**src/rtl/can_bt_pkg.sv**
```systemverilog
package can_bt_pkg;
  parameter int PRE_W = 6;
  parameter int PS1_W = 4;
  parameter int PS2_W = 3;
  parameter int TRIPLE_EXTRA = 2;

  // longest bit: sync + stretched segment 1 + longest segment 2
  localparam int BIT_MAX = 1 + (1 << PS1_W) + TRIPLE_EXTRA + (1 << PS2_W);
  localparam int QW      = $clog2(BIT_MAX + 1);

  typedef struct packed {
    logic [PRE_W-1:0] pre;
    logic [PS1_W-1:0] ps1;
    logic [PS2_W-1:0] ps2;
    logic             triple;
  } bt_cfg_t;
endpackage

```
**src/rtl/can_bt_cfg.sv**
```systemverilog
module can_bt_cfg
  import can_bt_pkg::*;
#(
  parameter int TRIPLE_MIN_BRP = 4
) (
  input  logic          clk,
  input  logic          rst_n,
  input  logic          sw_init,
  input  bt_cfg_t       cfg_in,
  output bt_cfg_t       cfg_q,
  output logic          triple_eff,
  output logic [QW-1:0] ps1_len,
  output logic [QW-1:0] bit_len,
  output logic          ps2_err
);
  localparam logic [PRE_W-1:0] TRIPLE_MIN_FIELD = PRE_W'(TRIPLE_MIN_BRP - 1);

  logic [QW-1:0] ps2_len;

  // setup is captured only inside the initialisation window
  always_ff @(posedge clk or negedge rst_n) begin
    if (!rst_n) begin
      cfg_q.pre    <= '0;
      cfg_q.ps1    <= '0;
      cfg_q.ps2    <= PS2_W'(1);
      cfg_q.triple <= 1'b0;
    end else if (sw_init) begin
      cfg_q <= cfg_in;
    end
  end

  always_comb begin
    triple_eff = cfg_q.triple && (cfg_q.pre >= TRIPLE_MIN_FIELD);
    ps1_len    = QW'(cfg_q.ps1) + QW'(1) + (triple_eff ? QW'(TRIPLE_EXTRA) : QW'(0));
    ps2_err    = (cfg_q.ps2 == '0);
    ps2_len    = ps2_err ? QW'(2) : QW'(cfg_q.ps2) + QW'(1);
    bit_len    = QW'(1) + ps1_len + ps2_len;
  end
endmodule

```
**src/rtl/can_bt_prescaler.sv**
```systemverilog
module can_bt_prescaler #(
  parameter int W = 6
) (
  input  logic         clk,
  input  logic         rst_n,
  input  logic         run,
  input  logic [W-1:0] div_field,
  output logic         tq_tick
);
  logic [W-1:0] cnt;

  assign tq_tick = run && (cnt == div_field);

  always_ff @(posedge clk or negedge rst_n) begin
    if (!rst_n)        cnt <= '0;
    else if (!run)     cnt <= '0;
    else if (tq_tick)  cnt <= '0;
    else               cnt <= cnt + W'(1);
  end
endmodule

```
**src/rtl/can_bt_segment.sv**
```systemverilog
module can_bt_segment
  import can_bt_pkg::*;
#(
  parameter int VOTES = 3
) (
  input  logic          clk,
  input  logic          rst_n,
  input  logic          run,
  input  logic          tq_tick,
  input  logic [QW-1:0] ps1_len,
  input  logic [QW-1:0] bit_len,
  output logic          at_sample,
  output logic          at_presample,
  output logic          at_end
);
  logic [QW-1:0] quant;
  logic [VOTES-2:0] pre_hit;

  // quantum 0 is sync; the sample point closes quantum ps1_len
  generate
    for (genvar k = 0; k < VOTES - 1; k++) begin : g_pre
      assign pre_hit[k] = (quant == ps1_len - QW'(k + 1));
    end
  endgenerate

  assign at_sample    = tq_tick && (quant == ps1_len);
  assign at_presample = tq_tick && (|pre_hit);
  assign at_end       = tq_tick && (quant == bit_len - QW'(1));

  always_ff @(posedge clk or negedge rst_n) begin
    if (!rst_n)       quant <= '0;
    else if (!run)    quant <= '0;
    else if (at_end)  quant <= '0;
    else if (tq_tick) quant <= quant + QW'(1);
  end
endmodule

```
**src/rtl/can_bt_vote.sv**
```systemverilog
module can_bt_vote #(
  parameter int VOTES = 3
) (
  input  logic clk,
  input  logic rst_n,
  input  logic run,
  input  logic shift_en,
  input  logic multi,
  input  logic rx,
  output logic decided
);
  localparam int HW = VOTES - 1;

  logic [HW-1:0] hist;
  logic [VOTES-1:0] all_s;

  assign all_s   = {hist, rx};
  assign decided = multi ? ($countones(all_s) > (VOTES / 2)) : rx;

  always_ff @(posedge clk or negedge rst_n) begin
    if (!rst_n)        hist <= '0;
    else if (!run)     hist <= '0;
    else if (shift_en) hist <= (HW > 1) ? {hist[HW-2:0], rx} : HW'(rx);
  end
endmodule

```
**src/rtl/can_bit_sampler.sv**
```systemverilog
module can_bit_sampler
  import can_bt_pkg::*;
#(
  parameter int TRIPLE_MIN_BRP = 4,
  parameter int VOTES          = 3
) (
  input  logic             clk,
  input  logic             rst_n,
  input  logic             sw_init,
  input  logic [PRE_W-1:0] cfg_prescale,
  input  logic [PS1_W-1:0] cfg_ps1,
  input  logic [PS2_W-1:0] cfg_ps2,
  input  logic             cfg_triple,
  input  logic             rx_in,
  output logic             bit_valid,
  output logic             bit_value,
  output logic             sample_pulse,
  output logic             ps2_err
);
  bt_cfg_t       cfg_in;
  bt_cfg_t       cfg_q;
  logic          triple_eff;
  logic [QW-1:0] ps1_len;
  logic [QW-1:0] bit_len;
  logic          run;
  logic          tq_tick;
  logic          at_sample;
  logic          at_presample;
  logic          at_end;
  logic          decided;
  logic          held_bit;

  assign run    = !sw_init;
  assign cfg_in = '{pre: cfg_prescale, ps1: cfg_ps1, ps2: cfg_ps2, triple: cfg_triple};

  can_bt_cfg #(.TRIPLE_MIN_BRP(TRIPLE_MIN_BRP)) i_cfg (
    .clk(clk), .rst_n(rst_n), .sw_init(sw_init), .cfg_in(cfg_in),
    .cfg_q(cfg_q), .triple_eff(triple_eff), .ps1_len(ps1_len),
    .bit_len(bit_len), .ps2_err(ps2_err)
  );

  can_bt_prescaler #(.W(PRE_W)) i_pre (
    .clk(clk), .rst_n(rst_n), .run(run), .div_field(cfg_q.pre), .tq_tick(tq_tick)
  );

  can_bt_segment #(.VOTES(VOTES)) i_seg (
    .clk(clk), .rst_n(rst_n), .run(run), .tq_tick(tq_tick),
    .ps1_len(ps1_len), .bit_len(bit_len),
    .at_sample(at_sample), .at_presample(at_presample), .at_end(at_end)
  );

  can_bt_vote #(.VOTES(VOTES)) i_vote (
    .clk(clk), .rst_n(rst_n), .run(run), .shift_en(at_presample),
    .multi(triple_eff), .rx(rx_in), .decided(decided)
  );

  always_ff @(posedge clk or negedge rst_n) begin
    if (!rst_n) begin
      sample_pulse <= 1'b0;
      bit_valid    <= 1'b0;
      bit_value    <= 1'b0;
      held_bit     <= 1'b0;
    end else begin
      sample_pulse <= at_sample;
      bit_valid    <= at_end;
      if (at_sample) held_bit  <= decided;
      if (at_end)    bit_value <= held_bit;
    end
  end
endmodule

```
**config.mk**
```make
export PLATFORM = sky130hd
export DESIGN_NAME = can_bit_sampler
export DESIGN_NICKNAME = d
export VERILOG_FILES = /design/src/rtl/can_bt_pkg.sv /design/src/rtl/can_bt_cfg.sv /design/src/rtl/can_bt_prescaler.sv /design/src/rtl/can_bt_segment.sv /design/src/rtl/can_bt_vote.sv /design/src/rtl/can_bit_sampler.sv
export SDC_FILE = /design/constraint.sdc
export NUM_CORES = 1
export LEC_CHECK = 0
export BUFFER_PORTS_ARGS = -buffer_cell sky130_fd_sc_hd__clkbuf_2
export CAP_MARGIN = 0
export CORE_UTILIZATION = 45
export CTS_BUF_LIST = sky130_fd_sc_hd__clkbuf_16
export DETAILED_ROUTE_END_ITERATION = 7
export PLACE_DENSITY = 0.68
export SETUP_SLACK_MARGIN = 0.4
export SYNTH_ARGS = -nofsm -noshare
export SYNTH_HDL_FRONTEND = slang
export SYNTH_SLANG_ARGS = --single-unit
```
**constraint.sdc**
```tcl
create_clock -name clk -period 6.8 [get_ports clk]
set_clock_uncertainty 0.2 [all_clocks]
set_input_delay 1.36 -clock clk [delete_from_list [all_inputs] [get_ports clk]]
set_output_delay 1.36 -clock clk [all_outputs]
set_load 0.05 [all_outputs]
```
==> metrics.md, run 1 <==
| Metric | Value |
|---|---|
| Status | `complete, no violations` |
| Share of cells above drive strength 1 | `21.4%` |
| Post-synth cell types | `52` |
| Final setup TNS | `0 ns` |
| Via count | `1,476` |
| Fillcell total | `388` |
| Final setup vio count | `0` |
| Highest Signal Layer | `met4` |
| GRT Overall Usage | `18.2%` |
| Period utilisation layout | `57.3%` |
| Num ports | `22` |
| Worst Path Arrival | `3.85 ns` |
| Met3 routed WL | `158 um` |
| Hold-fix buffers, CTS | `0` |
| Mapped Nets | `235` |
| Die height | `69.2 um` |
| CP endpoint kind | `flip-flop` |
| Syn Area/Cell | `9.95 um2` |
| Cts bufs inserted | `5` |
| DRT Wirelength | `3.84 mm` |
| Number of port buffers | `21` |
| Placed Cells incl. Taps | `269` |
| Top-area cell type share of the netlist area | `37.0%` |
| Worst Hold Class | `flip-flop to flip-flop` |
| Initial antenna violation count | `0` |
| First-pass GRT wire length | `6.84 mm` |
| Maxcap violations | `0` |
| # Post-CTS Setup Buffers | `0` |
| Mapped Area | `0.00203 mm2` |
| CTS clk-pin slew, worst paths | `0.05 ns` |
| Final Non-Filler Cells | `276` |
| Worst-margin pin slew | `0.763 ns` |
| Antenna diodes | `0` |
| Final #Nets | `255` |
| Final Max Slew Viols | `0` |
| CTS sink cnt | `31` |
| Number of placement rows | `24` |
| Most used cell, CP | `xnor2_1` |
| Routed Antenna Nets | `0` |
| Routability cong. | `0.852` |
| Syn Inst Count | `204` |
| Core region area | `0.00435 mm2` |
| Finished Core Util | `53.3%` |
| Critical path type | `flip-flop to flip-flop` |
| Area of the die | `0.00478 mm2` |
| Main synth FF type | `dfrtp_1` |
| Final hold viol count | `0` |
| Clock root cell | `clkbuf_16` |
| Clock Latency Late Sink | `0.27 ns` |
| Vias in the first global route | `1,473` |
| Post-synth EDFFs | `0` |
| Met2 WL post-DR | `1.81 mm` |
| Post-CTS Resized | `0` |
| Maximum vdd drop | `0.000149 V` |
| Commonest cells post-synth | `30 x dfrtp_1, 14 x nor2_1, 14 x xnor2_1` |
| Slowest CP cell | `fa_1` |
| Yosys reg bits | `31` |
| Vias per inst | `5.35` |
| Pleak | `1.07 nW` |
| Critical path, cell by cell | `nor4_1, a21boi_0, inv_1, fa_1, xor2_2, inv_2, ha_1, xnor2_1, xnor2_1, and3_1, nand4_1, nor3_1, mux2_2` |
| Initial DRC count | `76` |
| CTS tree | `yes` |
| DRC Markers | `0` |
| Pwr dens | `253 mW/mm2` |
| Leading area contributor after synthesis | `dfrtp_1` |
| Area Overhead vs Synth | `14.4%` |
| Fmax | `0.257 GHz` |
| First-pass detailed-route iteration total | `4` |
| Multi-input gate area | `0.00116 mm2` |
| M1 WL | `1.82 mm` |
| Post-synth ARST share | `100%` |
| Most common cell in the netlist | `dfrtp_1` |
| Dpl hpwl | `2.92 mm` |
| RSZ-0062 raised after global routing | `no` |
| Width of the chip | `69.2 um` |
| Relative slew margins | `49.2%` |
| Starting Density | `46.6%` |
| Sequential area share after synthesis | `38.3%` |
| Clock buffer depth | `2` |
| Largest net degree at the start of global routing | `32` |
| YS warnings | `0` |
| Tmin final | `3.90 ns` |
| Synth top area cells | `dfrtp_1 37%, ha_1 6.8%, mux2_2 6.1%` |
| CP required | `6.76 ns` |
| Worst Path Max Fanout | `7` |
| GR Overflow Total | `0` |
| H-tree Lvls | `2` |
| CP startpoint kind | `flip-flop` |
| CP max stage delay | `0.49 ns` |
| Register area | `777 um2` |
| Routed len/inst | `13.9 um` |
[final timing paths]
| kind | startpoint | end | slack (ns) | cells past startpoint |
|---|---|---|---|---|
| setup / recovery | i_cfg.cfg_q[12] | bit_value | 2.90 | 13 |
| min in group asynchronous | rst_n | i_pre.cnt[2] | 0.95 | 1 |
| hold / removal | i_pre.cnt[0] | i_pre.cnt[0] | 0.31 | 1 |
| hold reg to reg | i_pre.cnt[0] | i_pre.cnt[0] | 0.31 | 1 |
| max in group asynchronous | rst_n | i_cfg.cfg_q[4] | 4.97 | 1 |
| setup reg to reg | i_cfg.cfg_q[12] | bit_value | 2.90 | 13 |
[kinds of logic after synthesis]
logic type                 synth area share, %
and+or+nand+nor                           16.7
DFF                                       38.3
AOI/OAI and AO/OA                         12.1
adders and majority gates                 8.75
xor gates and xnor gates                  11.5
muxes                                     8.20
buffers and inverters                     4.38
[layer usage]
metal	vias to the layer above	GRT usage, %
met3	5	5.56
li1	742	-
met1	702	23.3
met5	-	0
met4	0	6.12
met2	27	29.2
[per-stage QoR]
stage / total power, mW / hold slack (ns) / area [um2] / setup WS (ns)
6_report: 0.587 / 0.306 / 2320 / 2.90
5_1_grt: 0.623 / 0.340 / 2320 / 2.49
4_1_cts: 0.596 / 0.310 / 2320 / 2.87
3_5_place_dp: 0.350 / 0.299 / 2160 / 2.89
3_3_place_gp: 0.348 / 0.293 / 2160 / 3.00
2_1_floorplan: 0.321 / 0.273 / 2030 / 3.31
[flip-flops by register name, indices dropped and copies added (netlist names)]
| name | cells |
|---|---|
| sample_pulse | 1 |
| i_pre.cnt | 6 |
| i_vote.hist | 2 |
| i_cfg.cfg_q | 14 |
| bit_value | 1 |
| held_bit | 1 |
| i_seg.quant | 5 |
| bit_valid | 1 |
[cells in the final DEF, fill, tap and decap left out, types with 2 or more instances in the layout]
cell type,count
xor2_1,9
inv_1,14
dfrtp_1,30
nor2b_1,5
clkbuf_16,5
mux2_2,11
nor2_1,14
xnor2_1,14
or3_1,2
nand3_1,8
nor3_1,7
nand2_1,12
a21oi_1,4
clkbuf_2,21
nor4_1,2
mux2_1,2
o21ai_0,9
ha_1,11
nand2b_1,3
mux2i_1,2
fa_1,2
a31oi_1,4
and3_1,4
[power breakdown]
group | switching, mW | internal (mW) | leakage, nW
sequential | 0.0124 | 0.196 | 0.399
clock | 0.0723 | 0.169 | 0.0811
combinational | 0.0725 | 0.0656 | 0.592
total | 0.157 | 0.430 | 1.07
[worst max-delay path: cells and delay by family, from the launching register on]
kind            cells  cell delay [ns]
compound gates      1             0.42
xor+xnor            3             0.70
fa+ha+maj           2             0.81
buf+inv             2             0.19
flops               1             0.38
mux                 1             0.37
simple gates        4             0.69
[area by class of cell]
cell class / count / area share [%]
Inverter: 14 / 2.26
Clock inverter: 2 / 1.45
Timing Repair Buffer: 21 / 4.53
Clock buffer: 5 / 5.39
Tap cell: 52 / 2.80
Multi-Input combinational cell: 151 / 50.1
Sequential cell: 31 / 33.5
(Power assumes the default switching activity.)
==> inputs of run 2 (changes only) <==
==> constraint.sdc (replaced) <==
create_clock -name clk -period 3.6 [get_ports clk]
set_clock_uncertainty 0.2 [all_clocks]
set_input_delay 0.72 -clock clk [delete_from_list [all_inputs] [get_ports clk]]
set_output_delay 0.72 -clock clk [all_outputs]
set_load 0.05 [all_outputs]
==> metrics.md, run 2 (synthesis gave the netlist of run 1 again) <==
| Metric | Value |
|---|---|
| Period utilisation layout | `92.8% (+36 points)` |
| H-tree Lvls | `2 (unchanged)` |
| Final setup margin | `0.258 ns (-2.65 ns)` |
| Initial antenna violation count | `0 (unchanged)` |
| Largest net degree at the start of global routing | `32 (unchanged)` |
| CTS tree | `yes` |
| Critical path buffers and inverters | `0 (-2)` |
| CTS sink cnt | `31 (unchanged)` |
| Routed len/inst | `14.0 um (+0.93%)` |
| R2R Path Start | `i_cfg.cfg_q[12]` |
| Largest Register | `i_cfg.cfg_q` |
| Cts bufs inserted | `5 (unchanged)` |
| Die height | `69.2 um (unchanged)` |
| Share of cells above drive strength 1 | `30.5% (+9.1 points)` |
| Worst slack, placed | `0.145 ns (-2.74 ns)` |
| Critical path, cell by cell | `nor4_4, a21boi_2, ha_1, a21oi_2, o2bb2ai_4, ha_1, xnor2_1, xnor2_1, nand4_1, nand2_2, nor2_1, or3_1` |
| GR Overflow Total | `0 (unchanged)` |
| Worst Path Max Fanout | `5 (-2)` |
| Reg2reg path depth | `12 (-1)` |
| Worst Setup EP | `i_seg.quant[4]` |
| Maximum vdd drop | `0.000346 V (+130%)` |
| Worst-margin pin slew | `0.760 ns (-0.00250 ns)` |
| Via count | `1,580 (+7.0%)` |
| Starting Density | `46.6% (unchanged)` |
| Final setup TNS | `0 ns (unchanged)` |
| GR peak layer | `met2` |
| Top flop regs | `i_cfg.cfg_q x14, i_pre.cnt x6, i_seg.quant x5` |
| Multi-input gate area | `0.00123 mm2 (+5.5%)` |
| Final #Nets | `269 (+5.5%)` |
| Vias in the first global route | `1,550 (+5.2%)` |
| Register area | `778 um2 (+0.16%)` |
| Pwr dens | `450 mW/mm2 (+78%)` |
| Area Overhead vs Synth | `22.1%` |
| Setup slack, reg-to-reg | `0.26 ns (-2.65 ns)` |
| Most frequent cells in the layout | `29 x dfrtp_1, 21 x clkbuf_2, 14 x nor2_1, 14 x xnor2_1, 13 x buf_4` |
| Largest register FFs | `14 (unchanged)` |
| Finished Core Util | `56.9% (+3.6 points)` |
| Delay-heaviest family, CP | `simple AND/OR/NAND/NOR gates` |
| First-pass detailed-route iteration total | `5 (+1)` |
| Core region area | `0.00435 mm2 (unchanged)` |
| Commonest non-fill, non-tap cell in the layout | `dfrtp_1` |
| Maxcap violations | `0 (unchanged)` |
| GR Util met1 | `25.9% (+2.5 points)` |
| Slowest CP cell | `dfrtp_1` |
| Dpl hpwl | `2.95 mm (+1.1%)` |
| First-pass GRT wire length | `7.36 mm (+7.6%)` |
| Relative slew margins | `49.3% (+0.17 points)` |
| Fillcell total | `380 (-2.1%)` |
| DRC Markers | `0 (unchanged)` |
| Final hold viol count | `0 (unchanged)` |
| Worst Hold Class | `flip-flop to flip-flop` |
| Hold wc startpoint | `i_pre.cnt[0]` |
| Width of the chip | `69.2 um (unchanged)` |
| DRT Wirelength | `4.08 mm (+6.4%)` |
| Pleak | `1.13 nW (+5.2%)` |
| Vias per inst | `5.43 (+1.5%)` |
| Critical path type | `flip-flop to flip-flop` |
| Design area | `0.00248 mm2 (+6.7%)` |
| M3 GR Usage | `4.68% (-0.88 points)` |
| CTS clk-pin slew, worst paths | `0.05 ns (about the same)` |
| Worst Setup SP | `i_cfg.cfg_q[12]` |
| Hold slack | `0.298 ns (-0.00800 ns)` |
| Routability cong. | `0.873 (+2.5%)` |
| Crit path depth | `12 (-1)` |
| CP startpoint kind | `flip-flop` |
| Clock root cell | `clkbuf_16` |
| Final Max Slew Viols | `0 (unchanged)` |
| Clock Latency Late Sink | `0.28 ns (about the same)` |
| CP endpoint kind | `flip-flop` |
| Placed Area | `0.00222 mm2 (+2.8%)` |
| Number of placement rows | `24 (unchanged)` |
| Final setup vio count | `0 (unchanged)` |
| Routed Antenna Nets | `0 (unchanged)` |
| Clock buffer depth | `2 (unchanged)` |
| Initial DRC count | `72 (-5.3%)` |
| Tmin final | `3.34 ns (-0.553 ns)` |
| CP max stage delay | `0.42 ns (-0.07 ns)` |
| Number of port buffers | `21 (unchanged)` |
| Status | `complete, no violations` |
| Fmax | `0.299 GHz (+17%)` |
| GRT Overall Usage | `19.3% (+1.1 points)` |
| Num ports | `22 (unchanged)` |
| CP required | `3.55 ns (-3.21 ns)` |
| Antenna diodes | `0 (unchanged)` |
| RSZ-0062 raised after global routing | `yes` |
| Worst Path Arrival | `3.29 ns (-0.56 ns)` |
| Global-route track usage on met2 | `31.2% (+1.9 points)` |
| Worst reg2reg path endpoint | `i_seg.quant[4]` |
| Area of the die | `0.00478 mm2 (unchanged)` |
## run 2: stage by stage
stage,cells,power (mW)
2_1_floorplan,204,0.620
3_3_place_gp,271,0.680
3_5_place_dp,271,0.684
4_1_cts,286,1.11
5_1_grt,291,1.18
6_report,291,1.11
## run 2: routing by layer
layer  vias to the layer above  wire (um)
met2                        32       2050
met3                         6        144
met1                       768       1830
met5                         -          0
li1                        774          -
met4                         0         53
## run 2: cell type report
cell class,count,share of cell area (%)
tap,52,2.63
timing repair buffer,35,8.64
clock inverter,3,0.606
multi-input combinational,151,49.5
clock buffer,5,5.05
inverter,14,2.12
sequential,31,31.4
## run 2: where the power goes
part           switching, mW  internal (mW)
logic                  0.160          0.164
clock network          0.146          0.250
registers             0.0239          0.370
total                  0.330          0.784
## run 2: worst min path at each step
stage / end / slack [ns] / cells after the start
floorplan: bit_valid / 0.22 / 0
global placement: bit_value / 0.29 / 1
detailed placement: i_pre.cnt[0] / 0.30 / 1
CTS: i_pre.cnt[0] / 0.30 / 1
global route: i_pre.cnt[0] / 0.32 / 1
finish: i_pre.cnt[0] / 0.30 / 1
## run 2: timing repair
item                                    CTS  global route
endpoints found under the setup margin    4             8
hold endpoints to repair                  0             0
hold buffers                              0             0
pin swaps                                 9             7
resized for setup                         2             4
setup buffers                             7             5
==> inputs of run 3 (changes only) <==
--- a/config.mk
+++ b/config.mk
@@ -5,6 +5,7 @@
 export SDC_FILE = /design/constraint.sdc
 export NUM_CORES = 1
 export LEC_CHECK = 0
+export ABC_AREA = 1
 export BUFFER_PORTS_ARGS = -buffer_cell sky130_fd_sc_hd__clkbuf_2
 export CAP_MARGIN = 0
 export CORE_UTILIZATION = 45
==> constraint.sdc (replaced) <==
create_clock -name clk -period 3.7 [get_ports clk]
set_clock_uncertainty 0.2 [all_clocks]
set_input_delay 0.74 -clock clk [delete_from_list [all_inputs] [get_ports clk]]
set_output_delay 0.74 -clock clk [all_outputs]
set_load 0.05 [all_outputs]
==> metrics.md, run 3 <==
| Metric | Value |
|---|---|
| Status | `finished with violations` |
| Failing checks | `design-rule violations` |
| CTS sink cnt | `31 (unchanged)` |
| DRC Markers | `2 (+2)` |
| Area Overhead vs Synth | `17.9%` |
| H-tree Lvls | `2 (unchanged)` |
| Final setup vio count | `0 (unchanged)` |
| CTS clk-pin slew, worst paths | `0.05 ns (about the same)` |
| Routed len/inst | `12.2 um (-13%)` |
| Largest register FFs | `14 (unchanged)` |
| Share of cells above drive strength 1 | `23.3% (-7.3 points)` |
| GRT Overall Usage | `19.2% (-0.10 points)` |
| Initial antenna violation count | `0 (unchanged)` |
| Fmax | `0.322 GHz (+7.6%)` |
| Post-synth ARST share | `100% (unchanged)` |
| First-pass GRT wire length | `7.38 mm (+0.29%)` |
| Reg2reg path depth | `11 (-1)` |
| Setup slack, reg-to-reg | `0.59 ns (+0.34 ns)` |
| Largest Register | `i_cfg.cfg_q` |
| Worst-margin pin slew | `0.773 ns (+0.0127 ns)` |
| Syn Inst Count | `275 (+35%)` |
| Die height | `70.6 um (+2.1%)` |
| Num ports | `22 (unchanged)` |
| Commonest cells post-synth | `76 x nand2_1, 30 x dfrtp_1, 27 x inv_1` |
| Top-area cell type share of the netlist area | `35.4% (-1.6 points)` |
| Routability cong. | `0.908 (+4.0%)` |
| Vias per inst | `5.03 (-7.4%)` |
| Post-synth cell types | `38 (-27%)` |
| CP startpoint kind | `flip-flop` |
| Vias in the first global route | `1,607 (+3.7%)` |
| R2R Path Start | `i_cfg.cfg_q[10]` |
| First-pass detailed-route iteration total | `6 (+1)` |
| Pwr dens | `458 mW/mm2 (+1.8%)` |
| Number of port buffers | `21 (unchanged)` |
| Yosys reg bits | `31 (unchanged)` |
| Worst Hold Class | `flip-flop to flip-flop` |
| Hold-fix buffers, CTS | `0 (unchanged)` |
| Number of placement rows | `24 (unchanged)` |
| CTS tree | `yes` |
| Clock buffer depth | `2 (unchanged)` |
| Tmin final | `3.11 ns (-0.236 ns)` |
| Relative slew margins | `48.5% (-0.85 points)` |
| Fillcell total | `408 (+7.4%)` |
| DRT Wirelength | `4.29 mm (+5.1%)` |
| Final Max Slew Viols | `0 (unchanged)` |
| Main synth FF type | `dfrtp_1` |
| CP endpoint kind | `flip-flop` |
| Clock root cell | `clkbuf_16` |
| Via count | `1,775 (+12%)` |
| Clock Latency Late Sink | `0.28 ns (about the same)` |
| Worst Setup SP | `i_cfg.cfg_q[10]` |
| Largest net degree at the start of global routing | `32 (unchanged)` |
| Critical path buffers and inverters | `0 (unchanged)` |
| Overall power | `1.14 mW (+2.7%)` |
| Area of the die | `0.00499 mm2 (+4.3%)` |
| Final hold viol count | `0 (unchanged)` |
| Delay-heaviest family, CP | `adder cells` |
| Core region area | `0.00444 mm2 (+2.1%)` |
| Initial DRC count | `137 (+90%)` |
| Mapped Area | `0.00212 mm2 (+4.4%)` |
| Multi-input gate area | `0.00124 mm2 (+1.3%)` |
| Pleak | `1.27 nW (+13%)` |
| Commonest non-fill, non-tap cell in the layout | `nand2_1` |
| Syn Area/Cell | `7.71 um2 (-23%)` |
| Leading area contributor after synthesis | `dfrtp_1` |
| Maximum vdd drop | `0.000282 V (-18%)` |
| Slowest CP cell | `fa_1` |
| Worst Path Max Fanout | `5 (unchanged)` |
| Dpl hpwl | `3.22 mm (+9.0%)` |
| Critical path, cell by cell | `nor4_2, o21ai_0, nand2_1, fa_1, fa_1, xnor2_1, xor2_1, nor2_1, nand4_4, nand2_2, o22ai_1` |
| RSZ-0062 raised after global routing | `no` |
| Starting Density | `47.7% (+1.1 points)` |
| Most frequent cells in the layout | `75 x nand2_1, 30 x dfrtp_1, 27 x inv_1` |
| Mapped Nets | `306 (+30%)` |
| Worst Path Arrival | `3.06 ns (-0.23 ns)` |
| Routed Antenna Nets | `0 (unchanged)` |
| YS warnings | `0 (unchanged)` |
| Sequential area share after synthesis | `36.7% (-1.6 points)` |
| Worst reg2reg path endpoint | `i_seg.quant[2]` |
| Maxcap violations | `0 (unchanged)` |
| Antenna diodes | `0 (unchanged)` |
| Period utilisation layout | `83.9% (-8.9 points)` |
| Cts bufs inserted | `5 (unchanged)` |
| CP max stage delay | `0.55 ns (+0.13 ns)` |
| Post-synth EDFFs | `0 (unchanged)` |
| Final #Nets | `331 (+23%)` |
| CP required | `3.65 ns (+0.10 ns)` |
| Worst Setup EP | `i_seg.quant[2]` |
| Final setup TNS | `0 ns (unchanged)` |
| Register area | `777 um2 (-0.16%)` |
| Most common cell in the netlist | `nand2_1` |
| Most used cell, CP | `fa_1` |
| Critical path type | `flip-flop to flip-flop` |
| Finished Core Util | `56.3% (-0.65 points)` |
| Top flop regs | `i_cfg.cfg_q x14, i_pre.cnt x6, i_seg.quant x5` |
| GR Overflow Total | `0 (unchanged)` |
| Synth top area cells | `dfrtp_1 35%, nand2_1 13%, ha_1 6.5%` |
| Width of the chip | `70.6 um (+2.1%)` |
| Crit path depth | `11 (-1)` |
## run 3: report_power, final
part | internal [mW] | total (mW) | switching, mW
clock | 0.313 | 0.459 | 0.145
sequential | 0.359 | 0.381 | 0.0223
combinational | 0.119 | 0.304 | 0.186
## run 3: repair_timing
action                                  4_1_cts  5_1_grt
endpoints found under the setup margin        0        6
buffers inserted                              0        2
resized for setup                             0        8
## run 3: worst min-delay path by stage
stage | start | end | slack, ns | cells after the start
5_1_grt | i_cfg.cfg_q[0] | i_cfg.cfg_q[0] | 0.32 | 2
6_report | i_cfg.cfg_q[0] | i_cfg.cfg_q[0] | 0.28 | 2
2_1_floorplan | rst_n | bit_valid | 0.24 | 0
4_1_cts | i_cfg.cfg_q[0] | i_cfg.cfg_q[0] | 0.28 | 2
3_5_place_dp | i_cfg.cfg_q[0] | i_cfg.cfg_q[0] | 0.26 | 2
3_3_place_gp | i_cfg.cfg_q[0] | i_cfg.cfg_q[0] | 0.27 | 2
## run 3: worst reg2reg max path, delay by kind of cell, from the launching register on
family | cells | cell delay, ns
compound gates | 2 | 0.19
xor+xnor | 2 | 0.29
fa+ha+maj | 2 | 1.02
flops | 1 | 0.40
simple gates | 5 | 0.88
## run 3: cells by family after synthesis
family | share of synthesized area [%]
compound gates | 6.55
fa+ha+maj | 8.38
buf+inv | 7.50
xor+xnor | 5.78
simple gates | 35.1
flops | 36.7
## run 3: cell type report
class                           count  area share [%]
Timing Repair Buffer               23            4.80
Clock inverter                      3            1.55
Clock buffer                        5            5.01
Tap cell                           52            2.60
Multi-Input combinational cell    205            49.7
Sequential cell                    31            31.1
Inverter                           34            5.21
## run 3: layer usage
layer	part of all wire, %	global-route usage, %
met1	49	26.7
met5	0	0
met2	46	29.1
met3	4.2	5.70
met4	1.0	6.00
## run 3: stage by stage
stage                     hold WS (ns)  cells  area, um2  setup slack, ns
after floorplan                  0.242    275       2120            0.601
after global placement           0.268    343       2260            0.597
after detailed placement         0.264    343       2260            0.504
after CTS                        0.277    351       2420            0.525
after global routing             0.317    353       2500            0.337
final                            0.278    353       2500            0.594
